===== src/rtl/stc_pkg.sv =====
// Package: shared types for the sequence self-test checker.
// Assumes nothing beyond a single clock domain.
package stc_pkg;
    typedef enum logic [1:0] {
        PH_IDLE = 2'd0,
        PH_SCAN = 2'd1,
        PH_DONE = 2'd2
    } phase_t;
endpackage


===== src/rtl/stc_scan_ctrl.sv =====
// Module: run sequencer and match accumulator.
// Walks words 1..DEPTH-1 once per sequence state, accumulates hits, tests
// the goal at each pass boundary and advances the state or finishes.
// Assumes DEPTH >= 2, LOOP_MAX >= 1, MATCH_GOAL >= 1.
module stc_scan_ctrl
    import stc_pkg::*;
#(
    parameter int           W          = 64,
    parameter int           DEPTH      = 8,
    parameter logic [W-1:0] SEED       = 64'hC0FF_EE00_1234_5678,
    parameter int           MATCH_GOAL = 4,
    parameter int           LOOP_MAX   = 16,
    localparam int AW = $clog2(DEPTH),
    localparam int CW = $clog2(MATCH_GOAL + DEPTH) + 1,
    localparam int SW = $clog2(LOOP_MAX + 1)
) (
    input  logic          clk,
    input  logic          rst_n,
    input  logic          start,
    input  logic [W-1:0]  rd_data,
    input  logic [W-1:0]  lfsr_next,
    output logic [AW-1:0] rd_idx,
    output logic [SW-1:0] step_cnt,
    output logic [W-1:0]  lfsr_q,
    output logic          busy,
    output logic          done,
    output logic          pass
);
    localparam logic [AW-1:0] LAST_IDX  = AW'(DEPTH - 1);
    localparam logic [SW-1:0] LAST_STEP = SW'(LOOP_MAX - 1);
    localparam logic [CW-1:0] GOAL      = CW'(MATCH_GOAL);

    phase_t        phase;
    logic [CW-1:0] total;
    logic [CW-1:0] total_nxt;
    logic          hit;
    logic          pass_q;

    // Purpose: compare the current word and form the updated total.
    always_comb begin
        hit       = (rd_data == lfsr_q);
        total_nxt = total + CW'(hit);
    end

    // Purpose: run sequencing, pointer, step count, state and verdict.
    always_ff @(posedge clk) begin
        if (!rst_n) begin
            phase    <= PH_IDLE;
            rd_idx   <= '0;
            step_cnt <= '0;
            total    <= '0;
            lfsr_q   <= SEED;
            pass_q   <= 1'b0;
        end else begin
            case (phase)
                PH_SCAN: begin
                    total <= total_nxt;
                    if (rd_idx == LAST_IDX) begin
                        if (total_nxt >= GOAL) begin
                            phase  <= PH_DONE;
                            pass_q <= 1'b1;
                        end else if (step_cnt == LAST_STEP) begin
                            phase  <= PH_DONE;
                            pass_q <= 1'b0;
                        end else begin
                            lfsr_q   <= lfsr_next;
                            step_cnt <= step_cnt + 1'b1;
                            rd_idx   <= AW'(1);
                        end
                    end else begin
                        rd_idx <= rd_idx + 1'b1;
                    end
                end
                default: begin
                    if (start) begin
                        phase    <= PH_SCAN;
                        rd_idx   <= AW'(1);
                        step_cnt <= '0;
                        total    <= '0;
                        lfsr_q   <= SEED;
                        pass_q   <= 1'b0;
                    end
                end
            endcase
        end
    end

    // Purpose: decode the phase into the status outputs.
    always_comb begin
        busy = (phase == PH_SCAN);
        done = (phase == PH_DONE);
        pass = pass_q;
    end
endmodule


===== config.mk =====
export PLATFORM = sky130hd
export DESIGN_NAME = stc_scan_ctrl
export DESIGN_NICKNAME = d
export VERILOG_FILES = /design/src/rtl/stc_pkg.sv /design/src/rtl/stc_scan_ctrl.sv
export SDC_FILE = /design/constraint.sdc
export NUM_CORES = 1
export LEC_CHECK = 0
export CORE_UTILIZATION = 39
export CTS_CLUSTER_DIAMETER = 80
export CTS_CLUSTER_SIZE = 25
export DETAILED_ROUTE_END_ITERATION = 10
export GPL_ROUTABILITY_DRIVEN = 0
export HOLD_SLACK_MARGIN = 0.05
export PLACE_DENSITY = 0.93
export SLEW_MARGIN = 20
export SYNTH_ARGS = -nofsm -noshare
export SYNTH_HDL_FRONTEND = slang
export SYNTH_SLANG_ARGS = --single-unit

===== constraint.sdc =====
create_clock -name clk -period 4.2 [get_ports clk]
set_clock_uncertainty 0.1 [all_clocks]
set_input_delay 0.63 -clock clk [delete_from_list [all_inputs] [get_ports clk]]
set_output_delay 0.63 -clock clk [all_outputs]
set_load 0.05 [all_outputs]

; Word level (Yosys, flattened, before mapping)
; Cells that the tools add are included.
[totals]
reg_bits = 80
input_bits = 131
output_inout_bits = 75
[op_classes]
addsub = 3
order_cmp = 1
eq_ne = 11
n_mux = 26
n_reduce_logical = 4
[ops]
columns = cell, n
row1 = two-way mux 64 bit, 5
row2 = == test 64 bit, 1
row3 = two-way mux 5 bit, 6
row4 = two-way mux 3 bit, 5
row5 = two-way mux 2 bit, 5
row6 = "!= test 3 bit, second input constant", 2
row7 = AND reduction 3 bit, 2
row8 = adder 5 x 1 -> 5 bit, 1
row9 = "adder 5 x 1 -> 5 bit, second input constant", 1
row10 = "== test 5 x 4 -> 1 bit, second input constant", 1
row11 = "greater-or-equal comparator 5 x 3 -> 1 bit, second input constant", 1
row12 = two-way mux 1 bit, 5
row13 = "!= test 2 bit, second input constant", 2
row14 = AND reduction 4 bit, 1
row15 = "adder 3 x 1 -> 3 bit, second input constant", 1
row16 = "== test 3 bit, second input constant", 1
row17 = "!= test 3 x 1 -> 1 bit, second input constant", 1
row18 = "== test 2 x 1 -> 1 bit, second input constant", 1
row19 = "== test 2 bit, second input constant", 1
row20 = "!= test 2 x 1 -> 1 bit, second input constant", 1
row21 = nonzero test 2 bit, 1

; Depth between registers and ports, before layout
[depth]
word_depth = 6
ltp_mapped = 12
ltp_nobuf = 11

; Worst setup path before layout
; No wires, ideal clock.
[synth_path]
kind = register to register
start = register lfsr_q[14]
end = register lfsr_q[15]
setup_time_ps = 117
arrival_time_ps = 3016
path_slack_ps = 968
stages_incl_launch_ff = 13
n_path_buf = 1
synth_period_minus_slack_ps = 3232
cell_sequence = dfxtp_1 -> xor2_1 -> nor4_1 -> nand4_1 -> nor4_1 -> ha_1 -> ha_1 -> nand3_1 -> nor4_4 -> a31o_4 -> nor2_8 -> buf_4 -> a22o_1
[synth_via]
elab_chain_cells = 5
[synth_lines]
columns = item, line
row1 = from (decl), stc_scan_ctrl.sv:24  ; output logic [W-1:0] lfsr_q,
row2 = from (signal assigned), stc_scan_ctrl.sv:66  ; lfsr_q <= lfsr_next;
row3 = == test 64 bit, stc_scan_ctrl.sv:41  ; hit = (rd_data == lfsr_q);
row4 = adder 5 x 1 -> 5 bit, stc_scan_ctrl.sv:42  ; total_nxt = total + CW'(hit);
row5 = greater-or-equal comparator 5 x 3 -> 1 bit, stc_scan_ctrl.sv:59  ; if (total_nxt >= GOAL) begin
row6 = != test 2 bit (no line), n/a
row7 = AND reduction 4 bit (no line), n/a
; Every way passes these cells.
; A chain may end at the register's enable or synchronous reset.

; Worst setup path after layout
[layout_path]
start = input rd_data[3]
end = register step_cnt[3]
[layout_via]
elab_chain_cells = 5
[layout_lines]
columns = item, line
row1 = from (decl), stc_scan_ctrl.sv:20  ; input logic [W-1:0] rd_data,
row2 = == test 64 bit, stc_scan_ctrl.sv:41
row3 = adder 5 x 1 -> 5 bit, stc_scan_ctrl.sv:42
row4 = greater-or-equal comparator 5 x 3 -> 1 bit, stc_scan_ctrl.sv:59
row5 = != test 2 bit (no line), n/a
row6 = AND reduction 4 bit (no line), n/a
row7 = to (signal assigned), stc_scan_ctrl.sv:67  ; step_cnt <= step_cnt + 1'b1;
row8 = to (decl), stc_scan_ctrl.sv:23  ; output logic [SW-1:0] step_cnt,
; Every way passes these cells.

==> run summary <==
DETAILED ROUTING
-------------------------------------------------------------------------------------------
DRC violations left                                                                       0
TritonRoute pass-1 iters                                                                  4
Post-detailed-route wirelength per cell                                             17.3 um
Antenna-violating nets left                                                               0
Detailed Route WL                                                                 12,200 um
Via count                                                                             3,659
Vias/cell                                                                              5.19
Number of design-rule violations left by the first detailed-router iteration            100

LOGIC SYNTHESIS
-------------------------------------------------------------------------------------------
Syn_nets                                                                                521
Ys flop type                                                                        dfxtp_1
Part of the Yosys area used for sequential elements                                   43.8%
Warning count from the yosys run                                                          0
Number of different library cells in the post-synthesis netlist                          38
Synthesis-stage register bit count                                                       80
Number of synthesized flops with an enable pin                                            0
Post-Synthesis Cells                                                                    384
Average footprint of a synthesized cell                                            9.52 um2
Async SR Flop Fraction                                                                   0%
Synth Cell Area                                                                    3650 um2

TIMING
-------------------------------------------------------------------------------------------
Final Hold Violating Endpoints                                                            0
RSZ-0062 raised after global routing                                                     no
Fin worst setup slack                                                              0.401 ns
Maximum clock frequency                                                             263 MHz
Worst hold slack                                                                   0.371 ns
Share of the cycle needed by the critical path after routing                          90.4%
Min cycle time layout                                                               3.80 ns
Least-Margin Pin Slew                                                              0.565 ns
Sum of negative setup slack                                                            0 ns
Relative slew slack                                                                   62.0%
Final setup violation count                                                               0
Slew Viols, Final                                                                         0

PLACED DESIGN
-------------------------------------------------------------------------------------------
Count of buffers from port buffering                                                    205
Sum of net half-perimeters after detailed placement                                 9700 um
# placed instances                                                                      689
Cell area after placement                                                          5840 um2
Minimum setup slack after placement                                               0.0577 ns

CELLS AND AREA
-------------------------------------------------------------------------------------------
Synthesis-to-layout area growth                                                       65.1%
Layout cell share with drive strength beyond 1                                        5.36%
Final instance area                                                                6030 um2
Fill count                                                                              707
Total number of nets in the final design                                                729
Number of inserted diodes                                                                 0
Commonest cells after routing, fill and taps aside                             clkdlybuf4s50_1 (205), dfxtp_1 (80), xor2_1 (64), nand2_1 (64), a22o_1 (36)
Non-filler instance count after layout                                                  705
Most common cell after layout, fill and taps aside                             clkdlybuf4s50_1
Post-route core utilization                                                           67.9%

GLOBAL ROUTING
-------------------------------------------------------------------------------------------
Number of global-route vias before repair                                             3,768
Largest net degree at the start of global routing                                        23
Total routing usage reported by global routing                                        25.2%
Global-route congestion overflow total                                                    0
Antenna violations before repair                                                          0
First-pass GRT wire length                                                        19,200 um

FLOORPLAN
-------------------------------------------------------------------------------------------
Row Count                                                                                34
Overall die width                                                                   98.8 um
Effective utilization at floorplan                                                    41.1%
Core outline area                                                                  8890 um2
Floorplan die height                                                                98.8 um
I/O pin total                                                                           206
Total die area                                                                     9760 um2

POWER
-------------------------------------------------------------------------------------------
IR Drop Worst-Case VDD                                                             0.229 mV
Flop pwr share                                                                        50.4%
Sw Share                                                                              24.0%
Internal power summed over all cells                                                1.15 mW
Cell area power density                                                          250 nW/um2
Net Sw Power                                                                         363 uW
Share of total power in the clock network                                             35.3%
Comb power frac                                                                       14.3%
Leakage Power                                                                       2.47 nW
Overall power after layout                                                          1.51 mW

SETUP PATH
-------------------------------------------------------------------------------------------
Gate family responsible for the most delay along the worst path                simple AND/OR/NAND/NOR gates
Worst endpoint data arrival time                                                    3.96 ns
FF-to-FF path depth                                                                      11
Number of buffer and inverter stages on the critical path                                 1
Startpoint of the most critical register-to-register path                         lfsr_q[4]
Ordered cell list for the critical path                                        clkdlybuf4s50_1 -> xor2_1 -> nor4_1 -> nand4_1 -> nor4_1 -> ha_1 -> ha_1 -> nand3_1 -> nor4_4 -> a31oi_4 -> or3_1 -> a21oi_1
Required time of the critical path                                                  4.36 ns
Critical Path Max Stage Delay                                                       0.43 ns
Capturing element type of the critical path                                       flip-flop
Setup slack of the most critical reg-to-reg path                                    0.74 ns
Classification of the worst setup path                                               in2reg
CP startpoint kind                                                                input pin
Reg-to-reg critical path endpoint                                               step_cnt[3]
Critical Path Fanout Max                                                                  7
Slowest cell on the critical path                                              clkdlybuf4s50_1

CTS
-------------------------------------------------------------------------------------------
CTS Buf Count                                                                             9
Number of sinks driven by the clock tree                                                 80
Cell at the root of the clock tree                                                 clkbuf_8
Clock latency at the later pin of the worst-skew pair                               0.35 ns
Clock H-tree levels                                                                       3
Hold_buf cts                                                                              0
Longest Clk Path Bufs                                                                     2
Post-CTS setup buffer count                                                               0
Register clock-pin slew on the reported worst setup and hold paths                  0.08 ns
Resize count post-CTS                                                                     0
CTS tree                                                                               done

RUN
-------------------------------------------------------------------------------------------
Maximum Capacitance Violations                                                            0

MIN PATH
-------------------------------------------------------------------------------------------
Hold-critical path depth                                                                  2
Min-Delay Path Class                                                                reg2reg
Launch instance of the worst min-delay path                                      lfsr_q[49]
Worst Hold End                                                                   lfsr_q[49]

RUN STATUS
-------------------------------------------------------------------------------------------
Status                                                                            completed

## how the worst max path moves through the flow
stage                      from     endpoint  slack, ns  cells past startpoint
floorplan            lfsr_q[14]   lfsr_q[15]       0.97                     12
global placement    rd_data[42]  step_cnt[0]       0.18                     13
detailed placement   rd_data[3]    rd_idx[2]       0.06                     12
CTS                  rd_data[3]    rd_idx[2]       0.41                     12
global route        rd_data[57]  step_cnt[3]       0.18                     12
finish               rd_data[3]  step_cnt[3]       0.40                     12
## Yosys cell counts (all sizes together), types with 3 or more instances
cell type | number | share of area (%)
clkbuf | 4 | 0.41
dfxtp | 80 | 44
ha | 6 | 2.1
a21oi | 27 | 3.7
a21boi | 6 | 1.2
nor4 | 18 | 3.5
nand2 | 64 | 6.6
nor2 | 8 | 1.5
or3 | 3 | 0.51
a22o | 36 | 8.6
nand3b | 4 | 0.82
a32o | 3 | 0.82
xor2 | 64 | 15
buf | 14 | 3.0
inv | 4 | 0.48
nand4 | 5 | 0.86
o21ai | 7 | 0.96
nor3 | 3 | 0.41
nand3 | 11 | 1.5
and2 | 4 | 0.68
## logic make-up (layout without fill, tap and decap cells)
logic type	count (synthesis)	after routing	synth area share, %
xor gates and xnor gates	65	65	15.6
and+or+nand+nor	124	124	17.0
AOI/OAI and AO/OA	87	87	17.6
adders and majority gates	6	6	2.05
buffers and inverters	22	235	3.90
DFF	80	80	43.8
## state kept, by name (all words and copies together) (netlist names)
| name | cells |
|---|---|
| rd_idx | 3 |
| total | 5 |
| lfsr_q | 64 |
| phase | 2 |
| step_cnt | 5 |
| pass | 1 |
## per-layer routing
| metal | GRT usage (%) | vias up | routed length (um) |
|---|---|---|---|
| met3 | 5.46 | 17 | 712 |
| met4 | 7.69 | 0 | 170 |
| met1 | 28.8 | 1733 | 4890 |
| met5 | 0 | - | 0 |
| met2 | 46.7 | 144 | 6450 |
| li1 | - | 1765 | - |
## tightest hold or removal path: cells and delay by family (launching register included)
kind,cells,cell delay [ns]
DFF,1,0.34
and+or+nand+nor,2,0.10
## power by group through the flow
stage | sequential (mW) | combinational, mW | clock (mW)
final | 0.762 | 0.216 | 0.533
after CTS | 0.762 | 0.216 | 0.547
after global routing | 0.763 | 0.229 | 0.582
after global placement | 0.780 | 0.210 | 0
after detailed placement | 0.780 | 0.215 | 0
after floorplan | 0.785 | 0.0574 | 0
## layout make-up
type / count / area [um2] / area share [%]
clock buffers: 11 / 151 / 2.51
flip-flops and latches: 80 / 1600 / 26.5
multi-input cells: 282 / 1910 / 31.7
clock inverters: 5 / 40.0 / 0.664
inverters: 4 / 17.5 / 0.290
repair buffers: 215 / 2180 / 36.1
well taps: 108 / 135 / 2.24
Power figures use the tool's default switching activity.
